`src/rtl/dma_seq_pkg.sv`:
```
package dma_seq_pkg;

    localparam int DATA_W  = 16;
    localparam int MAX_ACC = 2;
    localparam int MAX_MUL = 4;
    localparam int MUL_W   = $clog2(MAX_MUL + 1);
    localparam int TOT_W   = $clog2(2 * MAX_ACC * MAX_MUL + 1);

    typedef enum logic [2:0] {
        RG_ONCHIP_FAST = 3'd0,
        RG_ONCHIP_SLOW = 3'd1,
        RG_CTRL_SPACE  = 3'd2,
        RG_EXT_W0      = 3'd3,
        RG_EXT_W1      = 3'd4,
        RG_EXT_W2      = 3'd5,
        RG_EXT_W3      = 3'd6,
        RG_EXT_MUXED   = 3'd7
    } region_e;

    typedef enum logic [1:0] {
        ST_IDLE  = 2'd0,
        ST_READ  = 2'd1,
        ST_WRITE = 2'd2,
        ST_DONE  = 2'd3
    } seq_state_e;

    typedef struct packed {
        logic             is_byte;
        logic [1:0]       n_acc;
        logic [MUL_W-1:0] mul;
    } side_plan_t;

    function automatic logic [MUL_W-1:0] region_mul(region_e r);
        logic [MUL_W-1:0] m;
        case (r)
            RG_ONCHIP_FAST: m = MUL_W'(1);
            RG_ONCHIP_SLOW: m = MUL_W'(2);
            RG_CTRL_SPACE:  m = MUL_W'(2);
            RG_EXT_W0:      m = MUL_W'(1);
            RG_EXT_W1:      m = MUL_W'(2);
            RG_EXT_W2:      m = MUL_W'(3);
            RG_EXT_W3:      m = MUL_W'(4);
            default:        m = MUL_W'(3);
        endcase
        return m;
    endfunction

endpackage

```
`src/rtl/dma_access_planner.sv`:
```
module dma_access_planner
    import dma_seq_pkg::*;
(
    input  logic       word_unit,
    input  logic       wide_bus,
    input  logic       addr_lsb,
    input  region_e    region,
    output side_plan_t plan
);

    always_comb begin
        logic split;
        split        = word_unit && (!wide_bus || addr_lsb);
        plan.is_byte = !word_unit || split;
        plan.n_acc   = split ? 2'd2 : 2'd1;
        plan.mul     = region_mul(region);
    end

endmodule

```
`src/rtl/dma_wait_timer.sv`:
```
module dma_wait_timer
    import dma_seq_pkg::*;
(
    input  logic             clk,
    input  logic             rst,
    input  logic             run,
    input  logic [MUL_W-1:0] mul,
    output logic             last
);

    logic [MUL_W-1:0] cnt_q;

    assign last = run && (cnt_q == mul);

    always_ff @(posedge clk) begin
        if (rst || !run || last) begin
            cnt_q <= MUL_W'(1);
        end else begin
            cnt_q <= cnt_q + MUL_W'(1);
        end
    end

    // an access never runs past its region's clock count
    p_cnt_in_range_r6: assert property (@(posedge clk) disable iff (rst)
        run |-> (cnt_q >= MUL_W'(1) && cnt_q <= mul));

endmodule

```
`src/rtl/dma_word_buffer.sv`:
```
module dma_word_buffer
    import dma_seq_pkg::*;
(
    input  logic              clk,
    input  logic              rst,
    input  logic              cap,
    input  logic              cap_word,
    input  logic              cap_hi,
    input  logic [DATA_W-1:0] rdata,
    input  logic              wr_word,
    input  logic              wr_hi,
    output logic [DATA_W-1:0] wdata
);

    localparam int HALF = DATA_W / 2;

    logic [DATA_W-1:0] hold_q;

    always_ff @(posedge clk) begin
        if (rst) begin
            hold_q <= '0;
        end else if (cap) begin
            if (cap_word) begin
                hold_q <= rdata;
            end else if (cap_hi) begin
                hold_q[DATA_W-1:HALF] <= rdata[HALF-1:0];
            end else begin
                hold_q[HALF-1:0] <= rdata[HALF-1:0];
            end
        end
    end

    always_comb begin
        if (wr_word) begin
            wdata = hold_q;
        end else if (wr_hi) begin
            wdata = {{HALF{1'b0}}, hold_q[DATA_W-1:HALF]};
        end else begin
            wdata = {{HALF{1'b0}}, hold_q[HALF-1:0]};
        end
    end

endmodule

```
`src/rtl/dma_xfer_seq.sv`:
```
module dma_xfer_seq
    import dma_seq_pkg::*;
#(
    parameter int ADDR_W = 24
)(
    input  logic              clk,
    input  logic              rst,
    input  logic              start,
    input  logic [ADDR_W-1:0] src_addr,
    input  logic [ADDR_W-1:0] dst_addr,
    input  logic              unit_word,
    input  logic              bus_wide,
    input  logic [2:0]        src_region,
    input  logic [2:0]        dst_region,
    output logic              bus_req,
    output logic              bus_we,
    output logic              bus_byte,
    output logic [ADDR_W-1:0] bus_addr,
    output logic [DATA_W-1:0] bus_wdata,
    input  logic [DATA_W-1:0] bus_rdata,
    output logic              busy,
    output logic              done,
    output logic [TOT_W-1:0]  cycles
);

    localparam int SIDES = 2;

    seq_state_e        state_q;
    logic [ADDR_W-1:0] side_addr_q [SIDES];
    logic [2:0]        side_reg_q  [SIDES];
    side_plan_t        plan        [SIDES];
    logic              word_q;
    logic              wide_q;
    logic              idx_q;
    logic [TOT_W-1:0]  cycles_q;

    logic              side;
    side_plan_t        cur;
    logic              acc_last;
    logic              side_last;

    generate
        for (genvar g = 0; g < SIDES; g++) begin : g_side
            dma_access_planner u_plan (
                .word_unit (word_q),
                .wide_bus  (wide_q),
                .addr_lsb  (side_addr_q[g][0]),
                .region    (region_e'(side_reg_q[g])),
                .plan      (plan[g])
            );
        end
    endgenerate

    assign side      = (state_q == ST_WRITE);
    assign cur       = plan[side];
    assign bus_req   = (state_q == ST_READ) || (state_q == ST_WRITE);
    assign bus_we    = side;
    assign bus_byte  = cur.is_byte;
    assign bus_addr  = side_addr_q[side] + ADDR_W'(idx_q);
    assign side_last = ({1'b0, idx_q} == (cur.n_acc - 2'd1));
    assign busy      = bus_req;
    assign done      = (state_q == ST_DONE);
    assign cycles    = cycles_q;

    dma_wait_timer u_timer (
        .clk  (clk),
        .rst  (rst),
        .run  (bus_req),
        .mul  (cur.mul),
        .last (acc_last)
    );

    dma_word_buffer u_buf (
        .clk      (clk),
        .rst      (rst),
        .cap      ((state_q == ST_READ) && acc_last),
        .cap_word (!plan[0].is_byte),
        .cap_hi   (idx_q),
        .rdata    (bus_rdata),
        .wr_word  (!plan[1].is_byte),
        .wr_hi    (idx_q),
        .wdata    (bus_wdata)
    );

    always_ff @(posedge clk) begin
        if (rst) begin
            state_q        <= ST_IDLE;
            idx_q          <= 1'b0;
            cycles_q       <= '0;
            word_q         <= 1'b0;
            wide_q         <= 1'b0;
            side_addr_q[0] <= '0;
            side_addr_q[1] <= '0;
            side_reg_q[0]  <= '0;
            side_reg_q[1]  <= '0;
        end else begin
            case (state_q)
                ST_IDLE: begin
                    if (start) begin
                        side_addr_q[0] <= src_addr;
                        side_addr_q[1] <= dst_addr;
                        side_reg_q[0]  <= src_region;
                        side_reg_q[1]  <= dst_region;
                        word_q         <= unit_word;
                        wide_q         <= bus_wide;
                        idx_q          <= 1'b0;
                        cycles_q       <= '0;
                        state_q        <= ST_READ;
                    end
                end
                ST_READ, ST_WRITE: begin
                    cycles_q <= cycles_q + TOT_W'(1);
                    if (acc_last) begin
                        if (side_last) begin
                            idx_q   <= 1'b0;
                            state_q <= (state_q == ST_READ) ? ST_WRITE : ST_DONE;
                        end else begin
                            idx_q <= 1'b1;
                        end
                    end
                end
                default: state_q <= ST_IDLE;
            endcase
        end
    end

    // no read follows a write within a unit
    p_reads_first_r5: assert property (@(posedge clk) disable iff (rst)
        (bus_req && bus_we) |=> !(bus_req && !bus_we));

    // control lines hold until the access's final clock
    p_access_hold_r6: assert property (@(posedge clk) disable iff (rst)
        (bus_req && !acc_last) |=>
            (bus_req && $stable(bus_addr) && $stable(bus_we) && $stable(bus_byte)));

    // done lasts one clock
    p_done_single_r8: assert property (@(posedge clk) disable iff (rst)
        done |=> !done);

    // done comes straight after a write clock
    p_done_after_write_r8: assert property (@(posedge clk) disable iff (rst)
        done |-> $past(bus_req && bus_we));

    // count holds while idle and no start
    p_count_hold_r8: assert property (@(posedge clk) disable iff (rst)
        (!busy && !start) |=> $stable(cycles));

endmodule

```
`config.mk`:
```
export PLATFORM = sky130hd
export DESIGN_NAME = dma_xfer_seq
export DESIGN_NICKNAME = d
export VERILOG_FILES = /design/src/rtl/dma_seq_pkg.sv /design/src/rtl/dma_access_planner.sv /design/src/rtl/dma_wait_timer.sv /design/src/rtl/dma_word_buffer.sv /design/src/rtl/dma_xfer_seq.sv
export SDC_FILE = /design/constraint.sdc
export NUM_CORES = 1
export LEC_CHECK = 0
export ABC_CLOCK_PERIOD_IN_PS = 3300
export BUFFER_PORTS_ARGS = -buffer_cell sky130_fd_sc_hd__buf_2
export CAP_MARGIN = 20
export CORE_ASPECT_RATIO = 2
export CORE_MARGIN = 2
export CORE_UTILIZATION = 35
export CTS_CLUSTER_SIZE = 24
export DETAILED_ROUTE_END_ITERATION = 16
export GPL_TIMING_DRIVEN = 0
export PLACE_DENSITY_LB_ADDON = 0.2
export RECOVER_POWER = 50
export SKIP_CTS_REPAIR_TIMING = 1
export SYNTH_ARGS = -nofsm -noshare
export SYNTH_HDL_FRONTEND = slang
export SYNTH_SLANG_ARGS = --single-unit
```
`constraint.sdc`:
```
create_clock -name clk -period 3.3 [get_ports clk]
set_input_delay 0 -clock clk [delete_from_list [all_inputs] [get_ports clk]]
set_output_delay 0 -clock clk [all_outputs]
set_load 0.005 [all_outputs]
```
### Word level (Yosys, flattened, before mapping)

Memory sizes are Yosys's and may differ from the RTL's.
Cells that the tools add are included.

* register bits: 29
* RAM bits: 54
* logic and storage cells: 102
* memories: 2

* $add $sub $neg: 4
* $lt $le $gt $ge: 1
* equal/unequal tests: 20
* muxes and demuxes: 33
* bitwise operators: 5
* reductions and logical operators: 29

Memory list
* side_addr_q: words 2, width 24, rd ports 3, clocked after Yosys merged registers in 0, wr ports 2, line dma_xfer_seq.sv:29 `logic [ADDR_W-1:0] side_addr_q [SIDES];`
* side_reg_q: words 2, width 3, rd ports 2, clocked after Yosys merged registers in 0, wr ports 2, line dma_xfer_seq.sv:30 `logic [2:0] side_reg_q [SIDES];`

Operators with widths (number)
* two-way mux 24 bit: 2
* two-way mux 16 bit: 2
* adder 24 x 1 -> 24 bit: 1
* two-way mux 8 bit: 3
* two-way mux 6 bit: 3
* case mux 3 bit (3 select lines): 2
* == test 3 x 2 -> 1 bit, second input constant: 4
* == test 3 bit, second input constant: 4
* two-way mux 1 bit: 10
* two-way mux 2 bit: 5
* inequality test 2 bit, second input constant: 5
* case mux 5 bit (2 select lines): 1
* AND reduction 2 bit: 4
* logical OR 1 bit: 7
* == test 3 x 1 -> 1 bit, second input constant: 2
* zero test 3 bit: 2
* two-way mux 3 bit: 2
* AND reduction 3 bit: 2
* OR reduction 2 bit: 3
* OR reduction 3 bit: 2
* adder 5 x 1 -> 5 bit, second input constant: 1
* two-way mux 5 bit: 1
* == test 2 bit, second input constant: 2
* logical AND 1 bit: 4
* 13 further kinds: 18

### Depth between registers and ports, before layout

Gate-level depths: netlist (run 1).

* depth after elaboration: 12
* gate-level depth with buffers: 16
* depth with buffers taken out: 13

### Cells and area by module

Synthesis (run 1) repeated with hierarchy kept, for this count alone.

* cell total of the unflattened synthesis: 436
* area, all modules: 4882.2 sq um

Modules (own cells, without submodules)
* dma_xfer_seq: times used 1, cells each 311, area an instance 3638.5 sq um, sequential area each 1821.7 sq um
* dma_word_buffer: times used 1, cells each 90, area an instance 950.9 sq um, sequential area each 320.3 sq um
* dma_wait_timer: times used 1, cells each 15, area an instance 160.2 sq um, sequential area each 60.1 sq um
* dma_access_planner: times used 2, cells each 10, area an instance 66.3 sq um, sequential area each 0.0 sq um

### Least setup slack after synthesis (run 1)

No wires, ideal clock.

* path kind: flip-flop to output port
* start point: register state_q[0]
* end point: output bus_addr[20]
* arrival: 3.398 ns
* path slack: -0.098 ns
* stages on the path, launching flop included: 17
* path buffers: 5
* path through: dfxtp_1 > inv_1 > ha_1 > buf_2 > buf_4 > buf_2 > buf_2 > buf_1 > mux2_2 > ha_1 > inv_1 > a221oi_1 > and4_1 > nor2b_1 > nand2_1 > xor2_1 > mux2i_1

* longest elaborated chain between the ends: 3

Ends and longest elaborated chain
* start: declaration: line dma_xfer_seq.sv:28 `seq_state_e state_q;`
* start signal: assignment: line dma_xfer_seq.sv:116 `state_q <= (state_q == ST_READ) ? ST_WRITE : ST_DONE;`
* == test 2 bit: line dma_xfer_seq.sv:54 `assign side = (state_q == ST_WRITE);`
* named net bus_we: line dma_xfer_seq.sv:16 `output logic bus_we,`
* memory (2 x 24 bit)
* adder 24 x 1 -> 24 bit: line dma_xfer_seq.sv:59 `assign bus_addr = side_addr_q[side] + ADDR_W'(idx_q);`
* end: declaration: line dma_xfer_seq.sv:18 `output logic [ADDR_W-1:0] bus_addr,`

The timed path passes the listed nets, and every way through them passes these cells.

### Final worst setup path (run 1)

* start point: register state_q[0]
* end point: output bus_addr[20]

* longest elaborated chain between the ends: 3

Ends and longest elaborated chain (line)
* == test 2 bit: dma_xfer_seq.sv:54
* memory (2 x 24 bit)
* adder 24 x 1 -> 24 bit: dma_xfer_seq.sv:59

Every way passes these cells.

==> results of run 1 <==
cells by family after synthesis:
family          share of synthesized area, %
simple gates                           20.35
compound gates                         6.936
flops                                  49.62
buf+inv                                2.368
xor+xnor                               7.302
fa+ha+maj                              2.537
mux                                    10.88
cell type report:
| cell class | count | area share [%] |
|---|---|---|
| plain buffers | 18 | 2.130 |
| clock buffers | 10 | 3.543 |
| clock inverters | 6 | 0.7744 |
| inverters | 6 | 0.3872 |
| multi-input cells | 301 | 34.13 |
| flip-flops and latches | 83 | 34.15 |
| well taps | 150 | 2.904 |
| repair buffers | 206 | 21.97 |
cell usage in the layout, fill, tap and decap left out, types with 10 or more instances in the layout:
cell | synthesis | routed
buf_2 | 6 | 123
and2_1 | 64 | 64
dlygate4sd3_1 | 0 | 64
edfxtp_1 | 54 | 54
mux2i_1 | 37 | 37
nor2_1 | 33 | 33
dfxtp_1 | 29 | 27
nand2_1 | 23 | 21
xor2_1 | 19 | 19
xnor2_1 | 18 | 18
buf_4 | 2 | 18
nand3_1 | 16 | 15
a21oi_1 | 13 | 13
clkbuf_1 | 8 | 12
a211oi_1 | 10 | 10
registers in the layout (all words and copies together), names as in the netlist:
signal / flops
cycles: 5
side_addr_q: 48
u_timer.cnt_q: 3
u_buf.hold_q: 16
state_q: 2
wide_q: 1
side_reg_q: 6
word_q: 1
idx_q: 1
final timing paths:
kind	endpoint	slack [ns]
worst max-delay path	bus_addr[20]	0.13
worst min-delay path	word_q	0.008
worst max register to register	u_buf.hold_q[12]	0.69
worst min register to register	u_timer.cnt_q[0]	0.44
power breakdown:
group          switching (mW)  internal [mW]
clock                   0.427          0.518
combinational           0.655          0.646
sequential              0.142           1.36
total                    1.22           2.52
metrics by stage:
step	setup slack [ns]	utilization (%)	power, mW	setup TNS [ns]
after floorplan	0.08469	-	2.226	0
after global placement	-0.9001	42.00	2.608	-4.704
after detailed placement	-0.9192	42.18	2.640	-4.801
after CTS	-1.315	44.42	3.591	-8.672
after global routing	-0.004271	51.77	3.969	-0.004271
final	0.1307	51.77	3.747	0
worst register-to-register path, cell delays in order (launching register included):
cell and delay [ns]:
dfxtp_4 0.36, inv_4 0.07, ha_4 0.13, buf_6 0.13, buf_2 0.25, o21ai_0 0.15
xnor2_1 0.25, o2111ai_1 0.16, nor3_2 0.41, buf_2 0.32, nor2_1 0.07, a211oi_1 0.22
routing by layer:
metal	routed length [microns]	vias to the layer above	track usage (%)
met2	6961	115	32.87
met5	0	-	0
met1	4076	1784	15.38
li1	-	1873	-
met3	482	20	3.335
met4	254	0	7.185
==> flow_summary.yaml, run 1 <==
status:
  status: "completed"
placed_design:
  gp_congestion: 0.7566
  io_buffers: 123
  postPlaceCellArea_sq_um: 5265
  hpwl_mm: 8.467
  place_inst: 682
logic_synthesis:
  synthTopCellsByCount: "64 x and2_1, 54 x edfxtp_1, 37 x mux2i_1"
  synth_top_cell_area_share_pct: 36.54
  yosysMostFrequentCell: "and2_1"
  netlist_area_sq_um: 4438
  synth_top_area_cell: "edfxtp_1"
  syn_avg_cell_area_sq_um: 10.88
  synthesis.instances: 408
  ys_seq_area_share_pct: 49.62
  async_flop_share_pct: 0
  ys_ff_latch: 83
  synth_nets: 492
  synth_edf_count: 54
  yosysUniqueCellTypes: 43
  ys.flop_type: "edfxtp_1"
  synthTopCellsByArea: "edfxtp_1 37%, dfxtp_1 13%, and2_1 9.0%, mux2i_1 8.3%, xor2_1 3.7%"
  yosysWarnings: 0
route:
  drcViolationCount: 0
  via_per_inst: 4.862
  firstDrtPassIters: 4
  drtIter0Drc: 116
  ant_nets: 0
  wl_per_cell_microns: 15.10
  vias: 3792
  wirelength_mm: 11.78
power:
  p_per_area_nw_per_um2: 579.8
  leakagePower_nw: 2.684
  vdd_drop_max_uv: 295.5
sta:
  fin_skew_ns: 0.008195
  min_period_ns: 3.169
  period_share_pct: 96.04
  slew_violations: 0
  setup_violations: 0
  final-hold-violation-count: 0
  worstMarginPinSlew_ns: 0.7650
  rsz0062_at_grt: "true"
  max_freq_mhz: 315.5
  max_slew_margin_pct: 48.66
  whs_ns: 0.007661
die:
  fp-row-count: 58
  die-area_sq_um: 13650
  core-area_sq_um: 12480
  dieHeight_microns: 163.3
  ios: 125
  start_util_pct: 35.56
  die_w_microns: 83.63
grt:
  grt_pass1_vias: 3589
  antenna_found_initial: 0
  grt_pass1_wl_mm: 17.28
  grt_use_total_pct: 16.34
  grt_max_degree: 38
  grt_overflow: 0
layout:
  final_cell_count_no_fill: 780
  fillers: 1131
  register_area_sq_um: 2207
  drive_gt1_share_pct: 30.48
  finalNetCount: 709
  design_area_sq_um: 6462
  multiInputGateArea_sq_um: 2206
  antenna_cells: 0
  area_delta_synth_final_pct: 45.62
worst_setup_path:
  path_class: "flip-flop to primary output"
  startpoint: "state_q[0]"
  reg2reg_from: "state_q[0]"
  max_stage_delay_ns: 0.38
  crit_family: "buffers and inverters"
  endpoint_kind: "primary output"
  path_max_fanout: 6
  arrival_ns: 3.17
  cp_slowest_cell: "dfxtp_4"
  critical_path_cell_count: 17
  cp_cell_sequence: "inv_4 > ha_4 > buf_6 > buf_8 > buf_8 > buf_12 > buf_12 > mux2_4 > ha_4 > inv_2 > a221oi_4 > and4_4 > nor2b_4 > nand2_2 > xor2_1 > mux2i_1 > buf_2"
  crit_path_start_kind: "flip-flop"
  crit_buf_inv: 8
  critPathRequiredTime_ns: 3.30
  reg2reg_depth: 11
cts:
  htree_levels: 3
  clkTransAtPathRegs_ns: 0.06
  clockBufferDepth: 2
  numCtsBuffers: 9
  clkLatencyLatePin_ns: 0.34
  clock-sinks: 83
  cts_tree: "done"
  clock_tree.root_cell: "clkbuf_16"
min_path:
  holdPathStages: 3
  min_path_type: "input pin to flip-flop"
  hp-start: "start"
flow_run:
  maxCapViolations: 0
Power figures use the tool's default switching activity.
==> inputs of run 2 (changes only) <==
--- a/config.mk
+++ b/config.mk
@@ -11,8 +11,9 @@
 export CORE_ASPECT_RATIO = 2
 export CORE_MARGIN = 2
-export CORE_UTILIZATION = 35
+export CORE_UTILIZATION = 40
 export CTS_CLUSTER_SIZE = 24
 export DETAILED_ROUTE_END_ITERATION = 16
 export GPL_TIMING_DRIVEN = 0
+export MAX_ROUTING_LAYER = met4
 export PLACE_DENSITY_LB_ADDON = 0.2
 export RECOVER_POWER = 50
==> constraint.sdc (replaced) <==
create_clock -name clk -period 3.3 [get_ports clk]
set_input_delay 0.33 -clock clk [delete_from_list [all_inputs] [get_ports clk]]
set_output_delay 0.33 -clock clk [all_outputs]
set_load 0.005 [all_outputs]
==> run 2 against run 1 <==
Compared with the run above:
- the run now ends with setup timing left
- clock power up 8%
- design area decreased by 8.6%
- clock skew shrank 0.00099 ns
- die area is 12% lower
- critical path depth stayed put
==> flow_summary.yaml, run 2 (same netlist as run 1, synthesis figures left out) <==
cts:
  clockBufferDepth: 2
  numCtsBuffers: 9
  htree_levels: 3
  clock_tree.root_cell: "clkbuf_16"
  cts_tree: "done"
  clock-sinks: 83
  clkLatencyLatePin_ns: 0.34
  clkTransAtPathRegs_ns: 0.06
grt:
  antenna_found_initial: 0
  use_met2_pct: 38.01
  busiest_layer: "met2"
  grt_pass1_wl_mm: 17.28
  grt_use_total_pct: 19.26
  use_met1_pct: 17.54
  grt_pass1_vias: 3622
  grtUsageMet3_pct: 2.834
  grt_overflow: 0
  grt_max_degree: 40
power:
  p_per_area_nw_per_um2: 645.4
  p_sw_mw: 1.232
  switching_share_pct: 32.31
  p_clk_share_pct: 26.7
  seqPwrFrac_pct: 39.3
  p_int_mw: 2.580
  vdd_drop_max_uv: 399.3
  leakagePower_nw: 2.473
  power_frac_comb_pct: 34.0
route:
  drcViolationCount: 0
  via_per_inst: 4.993
  vias: 3550
  wirelength_mm: 11.23
  ant_nets: 0
  drtIter0Drc: 104
  firstDrtPassIters: 6
  wl_per_cell_microns: 15.79
sta:
  max_slew_margin_pct: 44.93
  slew_violations: 0
  rsz0062_at_grt: "true"
  period_share_pct: 106.0
  fin_skew_ns: 0.007204
  final-hold-violation-count: 0
  setup_ws_ns: -0.1987
  min_period_ns: 3.499
  worstMarginPinSlew_ns: 0.8205
  max_freq_mhz: 285.8
  setup_violations: 4
layout:
  layout_commonest_cell: "buf_2"
  drive_gt1_share_pct: 35.20
  largest_reg_flops: 48
  top_register: "side_addr_q"
  finalNetCount: 650
  fin_util_pct: 54.29
  reg.largest.list: "side_addr_q x48, u_buf.hold_q x16, side_reg_q x6"
  mostFrequentLayoutCells: "124 x buf_2, 64 x and2_1, 54 x edfxtp_1, 37 x mux2i_1, 32 x nor2_1"
  area_delta_synth_final_pct: 33.07
  antenna_cells: 0
  design_area_sq_um: 5906
min_path:
  hp-start: "bus_rdata[5]"
  min_path_type: "input pin to flip-flop"
worst_setup_path:
  reg2reg_from: "state_q[0]"
  startpoint: "state_q[0]"
  crit_buf_inv: 8
  cp_slowest_cell: "dfxtp_2"
  cp_cell_sequence: "inv_2 > ha_4 > buf_6 > buf_12 > buf_12 > buf_12 > buf_12 > mux2_4 > ha_4 > inv_4 > a221oi_4 > and4_4 > nor2b_4 > nand2_2 > xor2_1 > mux2i_1 > buf_2"
  arrival_ns: 3.17
  crit_path_frequent_cell: "buf_12"
  crit_family: "buffers and inverters"
  critPathRequiredTime_ns: 2.97
  endpoint_kind: "primary output"
  crit_path_start_kind: "flip-flop"
  path_max_fanout: 6
  max_stage_delay_ns: 0.36
  path_class: "flip-flop to primary output"
placed_design:
  io_buffers: 123
  gp_congestion: 0.7763
  hpwl_mm: 8.632
  postPlaceCellArea_sq_um: 5275
flow_run:
  maxCapViolations: 0
die:
  start_util_pct: 40.80
  die-area_sq_um: 12000
  ios: 125
  fp-row-count: 54
  core-area_sq_um: 10880
  dieHeight_microns: 153.0
  die_w_microns: 78.48
status:
  status: "finished, violations left"
  violations: "setup timing"
-- run 2: cell types whose count changed in the layout (fill, tap and decap cells not counted), sizes merged --
cell,change
buf,+6
bufinv,+1
clkbuf,-2
clkinv,+1
clkinvlp,-1
dlygate4sd3,-64
-- run 2: power groups by stage --
| stage | clock network [mW] | logic, mW | registers (mW) |
|---|---|---|---|
| 3_5_place_dp | 0 | 1.13 | 1.51 |
| 6_report | 1.02 | 1.29 | 1.50 |
| 3_3_place_gp | 0 | 1.10 | 1.51 |
| 4_1_cts | 1.04 | 1.14 | 1.49 |
| 2_1_floorplan | 0 | 0.757 | 1.48 |
| 5_1_grt | 1.09 | 1.43 | 1.52 |
-- run 2: area by class of cell --
type                       instances  area [sq um]
fill                             999          4972
multi-input combinational        301          2231
sequential                        83          2203
timing repair buffer             147         822.0
clock buffer                       9         225.2
tap                              140         175.2
buffer                            18         147.6
clock inverter                     7         76.32
inverter                           6         25.02
-- run 2: path summary, 6_finish.rpt --
check	endpoint	slack, ns	cells after the start
max	bus_addr[20]	-0.20	17
min	u_buf.hold_q[5]	0.24	3
max reg2reg	u_buf.hold_q[12]	0.64	13
min reg2reg	u_timer.cnt_q[0]	0.41	1
-- run 2: layer usage --
metal  vias to the layer above  share of wire, %
li1                       1759                 -
met1                      1663                35
met2                       111                59
met3                        17               3.7
met4                         0               2.3
met5                         -                 0
-- run 2: per-stage QoR --
| step | cells | setup WS, ns | setup TNS (ns) | hold slack [ns] | power [mW] |
|---|---|---|---|---|---|
| 3_3_place_gp | 671 | -0.6412 | -2.897 | 0.4001 | 2.614 |
| 6_report | 711 | -0.1987 | -0.4454 | 0.2427 | 3.812 |
| 4_1_cts | 688 | -1.049 | -8.242 | 0.2417 | 3.674 |
| 5_1_grt | 711 | -0.3240 | -1.400 | 0.2473 | 4.036 |
| 3_5_place_dp | 672 | -0.6704 | -3.263 | 0.4026 | 2.648 |
| 2_1_floorplan | 408 | 0.02267 | 0 | 0.3875 | 2.234 |
-- run 2: tightest hold or removal path, cell delays in order --
cell and delay [ns]:
buf_2 0.09, mux2i_1 0.06, nor2_1 0.07
==> inputs of run 3 (changes only) <==
BUFFER_PORTS_ARGS = not set   (was -buffer_cell sky130_fd_sc_hd__buf_2)
DONT_BUFFER_PORTS = 1   (was not set)
==> run 3 against run 2 <==
Compared with the run above:
- the run still ends with setup timing left
- worst hold slack worse by 0.096 ns
- register-to-register slack worse by 0.05 ns
- global-route usage down 1.6 points
- flip-flop and latch count unchanged
- utilization down 5.7 points
- die area unchanged
- sequential share of layout area up 4.4 points
- critical path depth down 2
- first-iteration DRC count up 4.8%
- total power down 4.7%
- via count down 11%
- highest routed layer unchanged
==> flow_summary.yaml, run 3 (same netlist as run 1, synthesis figures left out) <==
grt:
  grt_max_degree: 39
  grt_overflow: 0
  grt_use_total_pct: 17.69
  grt_pass1_wl_mm: 15.52
  antenna_found_initial: 1
  grt_pass1_vias: 3179
sta:
  min_period_ns: 3.336
  setup_violations: 1
  rsz0062_at_grt: "true"
  period_share_pct: 101.1
  max_freq_mhz: 299.7
  final-hold-violation-count: 0
  fin_skew_ns: 0.007322
  worstMarginPinSlew_ns: 1.123
  slew_violations: 0
  finalSetupTns_ns: -0.03628
  setup_ws_ns: -0.03628
  whs_ns: 0.1463
  max_slew_margin_pct: 24.89
route:
  drtIter0Drc: 109
  wirelength_mm: 10.52
  vias: 3144
  wl_per_cell_microns: 17.80
  ant_nets: 0
  firstDrtPassIters: 4
  drcViolationCount: 0
  via_per_inst: 5.320
power:
  leakagePower_nw: 1.943
  p_per_area_nw_per_um2: 687.2
  vdd_drop_max_uv: 386.3
  p_total_mw: 3.634
worst_setup_path:
  reg2reg_depth: 10
  arrival_ns: 3.01
  path_class: "flip-flop to primary output"
  reg2reg_to: "u_buf.hold_q[15]"
  reg2reg_slack_ns: 0.59
  crit_path_start_kind: "flip-flop"
  path_max_fanout: 6
  endpoint_kind: "primary output"
  critical_path_cell_count: 15
  critPathRequiredTime_ns: 2.97
  cp_slowest_cell: "dfxtp_4"
  crit_buf_inv: 6
  cp_cell_sequence: "inv_4 > ha_4 > buf_8 > buf_8 > buf_12 > buf_12 > mux2_4 > ha_4 > inv_4 > a221oi_4 > and4_4 > nor2b_4 > nand2_1 > xor2_1 > mux2i_1"
  reg2reg_from: "state_q[1]"
  max_stage_delay_ns: 0.37
  startpoint: "state_q[0]"
  crit_family: "simple AND/OR/NAND/NOR gates"
  worstSetupEndpoint: "bus_addr[20]"
layout:
  fillers: 1022
  reg.largest.list: "side_addr_q x48, u_buf.hold_q x16, side_reg_q x6"
  design_area_sq_um: 5288
  finalNetCount: 529
  mostFrequentLayoutCells: "64 x and2_1, 54 x edfxtp_1, 37 x mux2i_1, 32 x nor2_1, 28 x dfxtp_1"
  largest_reg_flops: 48
  final_cell_count_no_fill: 591
  area_delta_synth_final_pct: 19.14
  layout_commonest_cell: "and2_1"
  drive_gt1_share_pct: 17.56
  fin_util_pct: 48.61
  top_register: "side_addr_q"
cts:
  numCtsBuffers: 9
  htree_levels: 3
  clkTransAtPathRegs_ns: 0.06
  clock_tree.root_cell: "clkbuf_16"
  clockBufferDepth: 2
  cts_tree: "done"
  clkLatencyLatePin_ns: 0.33
  clock-sinks: 83
die:
  die-area_sq_um: 12000
  core-area_sq_um: 10880
  ios: 125
  fp-row-count: 54
  die_w_microns: 78.48
  dieHeight_microns: 153.0
  start_util_pct: 40.80
placed_design:
  place_inst: 549
  post-place-ws_ns: -0.6881
  hpwl_mm: 7.996
  io_buffers: 0
  gp_congestion: 0.8040
  postPlaceCellArea_sq_um: 4659
flow_run:
  maxCapViolations: 0
status:
  status: "finished, violations left"
  violations: "setup timing"
min_path:
  min_path_type: "input pin to flip-flop"
run 3: cell count changes in the layout (fill, tap and decap cells not counted), moves of 2 or more:
cell,change
buf_2,-121
buf_8,+2
buf_4,+4
inv_6,-2
buf_12,-3
buf_6,-2
run 3: worst reg2reg max path: stages (launching register included):
cell,delay (ns)
dfxtp_1,0.41
ha_4,0.18
buf_8,0.13
buf_2,0.25
o21ai_0,0.15
xnor2_1,0.27
o2111ai_1,0.20
nor3_2,0.42
buf_2,0.31
nor2_1,0.06
a211oi_1,0.22
run 3: layer usage:
metal	part of all wire, %	global-route usage, %	vias up
met2	58	34.24	123
met5	0	-	-
met4	2.8	8.020	0
li1	-	-	1519
met3	5.0	3.306	19
met1	34	16.02	1483
run 3: worst min-delay path by stage:
stage	start	to	slack [ns]	depth (start not counted)
after detailed placement	u_timer.cnt_q[0]	u_timer.cnt_q[0]	0.40	1
final	bus_wide	wide_q	0.15	2
after global routing	bus_wide	wide_q	0.14	2
after CTS	bus_wide	wide_q	0.14	2
after global placement	u_timer.cnt_q[0]	u_timer.cnt_q[0]	0.40	1
after floorplan	u_timer.cnt_q[0]	u_timer.cnt_q[0]	0.39	1
run 3: cell type report:
type	count	area, sq um	area share (%)
flip-flops and latches	83	2206	41.72
plain buffers	17	126.4	2.390
diodes	1	2.502	0.04733
clock inverters	6	66.31	1.254
inverters	6	27.53	0.5206
multi-input cells	301	2222	42.03
clock buffers	10	229.0	4.330
well taps	140	175.2	3.313
repair buffers	27	232.7	4.401
run 3: report_power, final:
group	leakage, nW	total [mW]	switching, mW	internal (mW)
combinational	0.985	1.14	0.623	0.521
sequential	0.821	1.50	0.141	1.36
clock	0.136	0.990	0.404	0.586
total	1.94	3.63	1.17	2.47
